File: config.mk
export PLATFORM = sky130hd
export DESIGN_NAME = cascade_cnt
export DESIGN_NICKNAME = d
export VERILOG_FILES = /design/src/rtl/cascade_cnt_pkg.sv /design/src/rtl/cascade_cnt_ctrl.sv /design/src/rtl/cascade_cnt_next.sv /design/src/rtl/cascade_cnt_tc.sv /design/src/rtl/cascade_cnt.sv
export SDC_FILE = /design/constraint.sdc
export NUM_CORES = 1
export LEC_CHECK = 0
export BUFFER_PORTS_ARGS = -buffer_cell sky130_fd_sc_hd__buf_2
export CAP_MARGIN = 10
export CORE_AREA = 3 3 40 42
export DETAILED_ROUTE_END_ITERATION = 16
export DIE_AREA = 0 0 43 45
export PLACE_DENSITY = 0.45
export REMOVE_ABC_BUFFERS = 1
export SYNTH_ARGS = -nofsm -noshare
export SYNTH_HDL_FRONTEND = slang
export SYNTH_SLANG_ARGS = --single-unit
File: constraint.sdc
create_clock -name clk_i -period 2 [get_ports clk_i]
set_input_delay 0.1 -clock clk_i [delete_from_list [all_inputs] [get_ports clk_i]]
set_output_delay 0.1 -clock clk_i [all_outputs]
set_load 0.03 [all_outputs]
File: src/rtl/cascade_cnt_pkg.sv
package cascade_cnt_pkg;
  typedef enum logic [1:0] {
    OP_HOLD  = 2'd0,
    OP_LOAD  = 2'd1,
    OP_COUNT = 2'd2
  } cnt_op_e;
endpackage

File: src/rtl/cascade_cnt_ctrl.sv
module cascade_cnt_ctrl
  import cascade_cnt_pkg::*;
(
  input  logic    load_ni,
  input  logic    cnt_en_i,
  input  logic    trk_en_i,
  output cnt_op_e op_o
);
  // load beats counting; counting needs both enables
  always_comb begin
    if (!load_ni)                  op_o = OP_LOAD;
    else if (cnt_en_i && trk_en_i) op_o = OP_COUNT;
    else                           op_o = OP_HOLD;
  end
endmodule

File: src/rtl/cascade_cnt_next.sv
module cascade_cnt_next
  import cascade_cnt_pkg::*;
#(
  parameter int WIDTH = 4
) (
  input  logic [WIDTH-1:0] q_i,
  input  logic [WIDTH-1:0] preset_i,
  input  cnt_op_e          op_i,
  output logic [WIDTH-1:0] d_o
);
  logic [WIDTH-1:0] tog;
  logic [WIDTH-1:0] inc;

  // look-ahead: bit i toggles when every lower bit is one
  for (genvar i = 0; i < WIDTH; i++) begin : g_la
    if (i == 0) begin : g_lsb
      assign tog[i] = 1'b1;
    end else begin : g_up
      assign tog[i] = &q_i[i-1:0];
    end
    assign inc[i] = q_i[i] ^ tog[i];
  end

  always_comb begin
    unique case (op_i)
      OP_LOAD:  d_o = preset_i;
      OP_COUNT: d_o = inc;
      default:  d_o = q_i;
    endcase
  end
endmodule

File: src/rtl/cascade_cnt_tc.sv
module cascade_cnt_tc #(
  parameter int WIDTH = 4
) (
  input  logic [WIDTH-1:0] q_i,
  input  logic             trk_en_i,
  output logic             tc_o
);
  assign tc_o = trk_en_i & (&q_i);
endmodule

File: src/rtl/cascade_cnt.sv
module cascade_cnt
  import cascade_cnt_pkg::*;
#(
  parameter int WIDTH = 4
) (
  input  logic             clk_i,
  input  logic             rst_ni,
  input  logic             load_ni,
  input  logic             cnt_en_i,
  input  logic             trk_en_i,
  input  logic [WIDTH-1:0] preset_i,
  output logic [WIDTH-1:0] count_o,
  output logic             tc_o
);
  localparam logic [WIDTH-1:0] MaxVal = {WIDTH{1'b1}};

  cnt_op_e          op;
  logic [WIDTH-1:0] cnt_d;
  logic [WIDTH-1:0] cnt_q;

  cascade_cnt_ctrl u_ctrl (
    .load_ni  (load_ni),
    .cnt_en_i (cnt_en_i),
    .trk_en_i (trk_en_i),
    .op_o     (op)
  );

  cascade_cnt_next #(.WIDTH(WIDTH)) u_next (
    .q_i      (cnt_q),
    .preset_i (preset_i),
    .op_i     (op),
    .d_o      (cnt_d)
  );

  always_ff @(posedge clk_i or negedge rst_ni) begin
    if (!rst_ni) cnt_q <= '0;
    else         cnt_q <= cnt_d;
  end

  cascade_cnt_tc #(.WIDTH(WIDTH)) u_tc (
    .q_i      (cnt_q),
    .trk_en_i (trk_en_i),
    .tc_o     (tc_o)
  );

  assign count_o = cnt_q;


  clr_zero_chk: assert property (@(posedge clk_i) !rst_ni |-> count_o == '0);

  load_chk: assert property (@(posedge clk_i) disable iff (!rst_ni)
    !load_ni |=> count_o == $past(preset_i));

  inc_chk: assert property (@(posedge clk_i) disable iff (!rst_ni)
    (load_ni && cnt_en_i && trk_en_i) |=> count_o == WIDTH'($past(count_o) + 1'b1));

  hold_chk: assert property (@(posedge clk_i) disable iff (!rst_ni)
    (load_ni && !(cnt_en_i && trk_en_i)) |=> $stable(count_o));

  wrap_chk: assert property (@(posedge clk_i) disable iff (!rst_ni)
    (load_ni && cnt_en_i && trk_en_i && count_o == MaxVal) |=> count_o == '0);

  tc_gate_chk: assert property (@(posedge clk_i) disable iff (!rst_ni)
    tc_o |-> (trk_en_i && count_o == MaxVal));

  tc_set_chk: assert property (@(posedge clk_i) disable iff (!rst_ni)
    (trk_en_i && count_o == MaxVal) |-> tc_o);
endmodule

==> results.sh, run 1 <==
export IMPL_multi_input_area_sq_um=118.9
export IMPL_fin_crit_ns=1.345
export IMPL_drc=0
export IMPL_rsz0062_at_grt="no"
export IMPL_p_per_area_nw_per_um2=813.3
export IMPL_via_per_inst=4.038
export IMPL_outcome="finished, final reports clean"
export IMPL_cts_tree="yes"
export IMPL_hold_viol=0
export IMPL_clock_sinks=4
export IMPL_num_rows=13
export IMPL_grt_pass1_wl_microns=793
export IMPL_drt_iter0_drc=0
export IMPL_setup_violations=0
export IMPL_dieArea_sq_um=1935
export IMPL_cts_resized_gates=0
export IMPL_coreArea_sq_um=1285
export IMPL_synth_cell_type_count=10
export IMPL_ant_nets=0
export IMPL_cp_required_ns=1.90
export IMPL_yosys_register_bits=4
export IMPL_syn_area_per_cell_sq_um=10.18
export IMPL_gr_usage_all_layers_pct=6.266
export IMPL_ys_seq_area_share_pct=44.69
export IMPL_rr_worst_depth=5
export IMPL_gp_congestion=0.6423
export IMPL_cp_max_fo=3
export IMPL_finalCritPeriodShare_pct=67.25
export IMPL_timing_rr_start="count_o[0]$_DFFE_PN0P_"
export IMPL_synth_cells=22
export IMPL_area_growth_pct=49.72
export IMPL_slew_headroom_pct=91.70
export IMPL_max_freq_mhz=743.5
export IMPL_cts_root_buffer="clkbuf_4"
export IMPL_mostFrequentLayoutCell="buf_2"
export IMPL_finClkSkew_ns=0.0009919
export IMPL_drive_above_1_share_pct=47.37
export IMPL_io_buffers=13
export IMPL_end_kind="output pin"
export IMPL_htree_num_levels=1
export IMPL_ios=14
export IMPL_largest_reg_flops=4
export IMPL_hpwl_microns=418.8
export IMPL_clock_path_buffers=2
export IMPL_r2r_setup_slack_ns=0.77
export IMPL_regArea_sq_um=100.1
export IMPL_routed_wirelength_microns=475
export IMPL_p_total_mw=0.2727
export IMPL_wire_per_inst_microns=8.962
export IMPL_vias=214
export IMPL_path_clk_slew_ns=0.04
export IMPL_clock_latency_ns=0.23
export IMPL_cts_setup_buffers=0
export IMPL_die_y_microns=45
export IMPL_cap_violations=0
export IMPL_crit_path_end="tc_o"
export IMPL_nets=51
export IMPL_n_antenna_cell=0
export IMPL_leakage_nw=0.1718
export IMPL_tightestPinTransition_ns=0.1210
export IMPL_overflow=0
export IMPL_synth_area_sq_um=224.0
export IMPL_first_global_vias=217
export IMPL_ir_drop_mv=0.2157
export IMPL_grt_max_degree=9
export IMPL_ys_warn_count=0
export IMPL_layout_common_cells="buf_2 (13), nor2_1 (4), a21oi_1 (4), dfrtp_1 (4), clkbuf_4 (3)"
export IMPL_r2r_end="count_o[3]$_DFFE_PN0P_"
export IMPL_final_max_slew_viol_count=0
export IMPL_die_x_microns=43
export IMPL_timing_setup_tns_ns=0
export IMPL_numCtsBuffers=3
export IMPL_antenna_found_initial=0
export IMPL_crit_type="flip-flop to output pin"
export IMPL_start_util_pct=17.43
export IMPL_cp_arrival_ns=1.24
export IMPL_nFillCells=155
export IMPL_cp_start_kind="flip-flop"
export IMPL_startpoint="count_o[0]$_DFFE_PN0P_"
export IMPL_min_path_type="input pin to flip-flop"
export IMPL_first_pass_iters=1
layer usage:
metal	wire length, microns	share of wire (%)	global-route usage (%)
met1	176	37	5.353
met2	253	53	8.982
met5	0	0	0
met3	45	9.5	3.187
met4	0	0	9.036
cell families after synthesis:
| kind of cell | after synthesis | share of synthesized area [%] |
|---|---|---|
| and+or+nand+nor | 7 | 16.20 |
| muxes | 2 | 8.939 |
| AOI/OAI and AO/OA | 4 | 8.939 |
| DFF | 4 | 44.69 |
| buffers and inverters | 1 | 2.232 |
| xor gates and xnor gates | 2 | 7.823 |
| adders and majority gates | 2 | 11.17 |
how the worst min path moves through the flow:
stage                     start                endpoint  depth (start not counted)
CTS                 preset_i[3]  count_o[3]$_DFFE_PN0P_                          3
detailed placement       rst_ni  count_o[3]$_DFFE_PN0P_                          1
finish              preset_i[3]  count_o[3]$_DFFE_PN0P_                          3
global route        preset_i[3]  count_o[3]$_DFFE_PN0P_                          3
global placement         rst_ni  count_o[3]$_DFFE_PN0P_                          1
floorplan                rst_ni  count_o[0]$_DFFE_PN0P_                          0
critical path, cell delays in order, from the launching register on:
cell     delay [ns]
dfrtp_1        0.39
ha_1           0.22
and4_2         0.23
buf_2          0.17
final cells by class:
class | count | area share (%)
well taps | 15 | 5.597
multi-input cells | 17 | 35.45
repair buffers | 14 | 22.39
flip-flops and latches | 4 | 29.85
clock buffers | 3 | 6.716
stage by stage:
step | instances | setup WS, ns | utilization [%] | hold slack (ns) | cell area [sq um]
final | 53 | 0.6550 | 26.10 | 0.1098 | 335.3
after global routing | 53 | 0.5920 | 26.10 | 0.1344 | 335.3
after CTS | 53 | 0.6377 | 26.10 | 0.1057 | 335.3
after detailed placement | 49 | 0.7695 | 23.56 | -0.08855 | 302.8
after global placement | 49 | 0.7724 | 23.56 | -0.08922 | 302.8
after floorplan | 21 | 0.6832 | - | -0.1956 | 219.0
cells in the mapped netlist:
cell type | number | share of area, %
ha_1 | 2 | 11
dfrtp_1 | 4 | 45
a21oi_1 | 4 | 8.9
clkbuf_2 | 1 | 2.2
mux2i_1 | 2 | 8.9
xor2_1 | 2 | 7.8
and4_2 | 1 | 4.5
nand3_1 | 1 | 2.2
nor2_1 | 4 | 6.7
nand2_2 | 1 | 2.8
power by group:
part	leakage, nW	internal [mW]	switching, mW
logic	0.113	0.0301	0.0456
registers	0.0448	0.0913	0.00823
clock network	0.0138	0.0669	0.0306
total	0.172	0.188	0.0844
what timing repair did:
action	in CTS	in global routing
hold buffers	1	0
endpoints found under the hold margin	4	0
setup endpoints to repair	0	0
No activity file was read; power rests on OpenSTA's default activity.
==> run 2: changes to the inputs <==
Clock period 2 ns to 1.3 ns, I/O delays scaled along.
==> results.sh, run 2 (synthesis results as in run 1) <==
export IMPL_ios=14
export IMPL_path_cells="ha_2 > and4_2 > buf_4"
export IMPL_leakage_nw=0.1751
export IMPL_nets=52
export IMPL_hold_viol=0
export IMPL_largest_reg_flops=4
export IMPL_rsz0062_at_grt="no"
export IMPL_cpMaxStageDelayCell="dfrtp_1"
export IMPL_crit_type="flip-flop to output pin"
export IMPL_cp_max_fo=3
export IMPL_slew_headroom_pct=91.39
export IMPL_htree_num_levels=1
export IMPL_cts_root_buffer="clkbuf_4"
export IMPL_n_antenna_cell=0
export IMPL_dieArea_sq_um=1935
export IMPL_timing_rr_start="count_o[1]$_DFFE_PN0P_"
export IMPL_finalCritPeriodShare_pct=96.27
export IMPL_cp_arrival_ns=1.19
export IMPL_start_util_pct=17.43
export IMPL_grt_max_degree=9
export IMPL_fin_crit_ns=1.251
export IMPL_coreArea_sq_um=1285
export IMPL_area_growth_pct=55.31
export IMPL_worst_path_stages=3
export IMPL_gp_congestion=0.6110
export IMPL_final_max_slew_viol_count=0
export IMPL_path_clk_slew_ns=0.04
export IMPL_r2r_setup_slack_ns=0.12
export IMPL_wl_met2_microns=267
export IMPL_holdPathEnd="count_o[3]$_DFFE_PN0P_"
export IMPL_routed_wirelength_microns=484
export IMPL_slowest_delay_ns=0.39
export IMPL_fin_ws_ns=0.04853
export IMPL_drc=0
export IMPL_finClkSkew_ns=0.0008104
export IMPL_worstHoldPathCells=3
export IMPL_outcome="finished, final reports clean"
export IMPL_via_per_inst=4.185
export IMPL_tightestPinTransition_ns=0.1255
export IMPL_io_buffers=13
export IMPL_path_delay_family="flip-flops"
export IMPL_cap_violations=0
export IMPL_die_y_microns=45
export IMPL_whs_ns=0.07769
export IMPL_top_layer="met3"
export IMPL_wl_met1_microns=153
export IMPL_cts_tree="yes"
export IMPL_cp_required_ns=1.24
export IMPL_crit_buf_inv=1
export IMPL_mostFrequentLayoutCell="buf_2"
export IMPL_overflow=0
export IMPL_fin_util_pct=27.07
export IMPL_end_kind="output pin"
export IMPL_setup_violations=0
export IMPL_clock_path_buffers=2
export IMPL_clock_sinks=4
export IMPL_worstHoldStart="preset_i[3]"
export IMPL_drt_iter0_drc=9
export IMPL_gr_usage_all_layers_pct=5.347
export IMPL_dp_slack_ns=0.06683
export IMPL_ir_drop_mv=0.3024
export IMPL_clock_latency_ns=0.23
export IMPL_ant_nets=0
export IMPL_layout_common_cells="buf_2 (12), nor2_1 (4), a21oi_1 (4), dfrtp_1 (4), clkbuf_4 (3)"
export IMPL_min_path_type="input pin to flip-flop"
export IMPL_numCtsBuffers=3
export IMPL_vias=226
export IMPL_rr_worst_depth=5
export IMPL_first_pass_iters=4
export IMPL_wire_per_inst_microns=8.963
export IMPL_r2r_end="count_o[3]$_DFFE_PN0P_"
export IMPL_num_rows=13
export IMPL_antenna_found_initial=0
export IMPL_wl_met3_microns=63
export IMPL_p_per_area_nw_per_um2=1235
export IMPL_p_total_mw=0.4297
export IMPL_grt_pass1_wl_microns=717
export IMPL_drive_above_1_share_pct=51.28
export IMPL_first_global_vias=205
export IMPL_cp_start_kind="flip-flop"
export IMPL_timing_setup_tns_ns=0
export IMPL_max_freq_mhz=799.1
export IMPL_die_x_microns=43
[run 2: area by class of cell]
class	count	area (sq um)
Fill cell	136	937.1
Multi-Input combinational cell	17	121.4
Clock buffer	3	22.52
Tap cell	15	18.77
Timing Repair Buffer	15	85.08
Sequential cell	4	100.1
[run 2: tightest hold or removal path, stage by stage]
cell,delay [ns]
buf_2,0.08
nor2_1,0.03
a21oi_1,0.09
[run 2: where the power goes]
part           internal (mW)  total (mW)  switching [mW]
Sequential             0.140       0.152          0.0117
Combinational         0.0524       0.125          0.0730
Clock                  0.103       0.152          0.0491
Total                  0.296       0.430           0.134
[run 2: worst max path at each step]
stage / startpoint / to / slack, ns
6_report: count_o[1]$_DFFE_PN0P_ / tc_o / 0.05
5_1_grt: count_o[1]$_DFFE_PN0P_ / tc_o / 0.005
4_1_cts: count_o[1]$_DFFE_PN0P_ / tc_o / 0.006
3_5_place_dp: count_o[0]$_DFFE_PN0P_ / count_o[3]$_DFFE_PN0P_ / 0.07
3_3_place_gp: count_o[0]$_DFFE_PN0P_ / count_o[3]$_DFFE_PN0P_ / 0.06
2_1_floorplan: count_o[0]$_DFFE_PN0P_ / count_o[3]$_DFFE_PN0P_ / -0.02
[run 2: routing by layer]
| metal | GRT usage [%] | vias up |
|---|---|---|
| met3 | 4.781 | 0 |
| met4 | 3.614 | 0 |
| li1 | - | 110 |
| met5 | 0 | - |
| met1 | 3.650 | 106 |
| met2 | 9.281 | 10 |
[run 2: what timing repair did]
item,4_1_cts,5_1_grt
cloned,0,0
setup endpoints to repair,1,1
gates resized for setup,1,1
buffers inserted,1,0
hold endpoints to repair,4,0
hold buffers,1,0
[run 2: through the flow]
stage	area (sq um)	cells
after floorplan	219.0	21
after global placement	302.8	49
after detailed placement	302.8	49
after CTS	345.3	54
after global routing	347.8	54
final	347.8	54
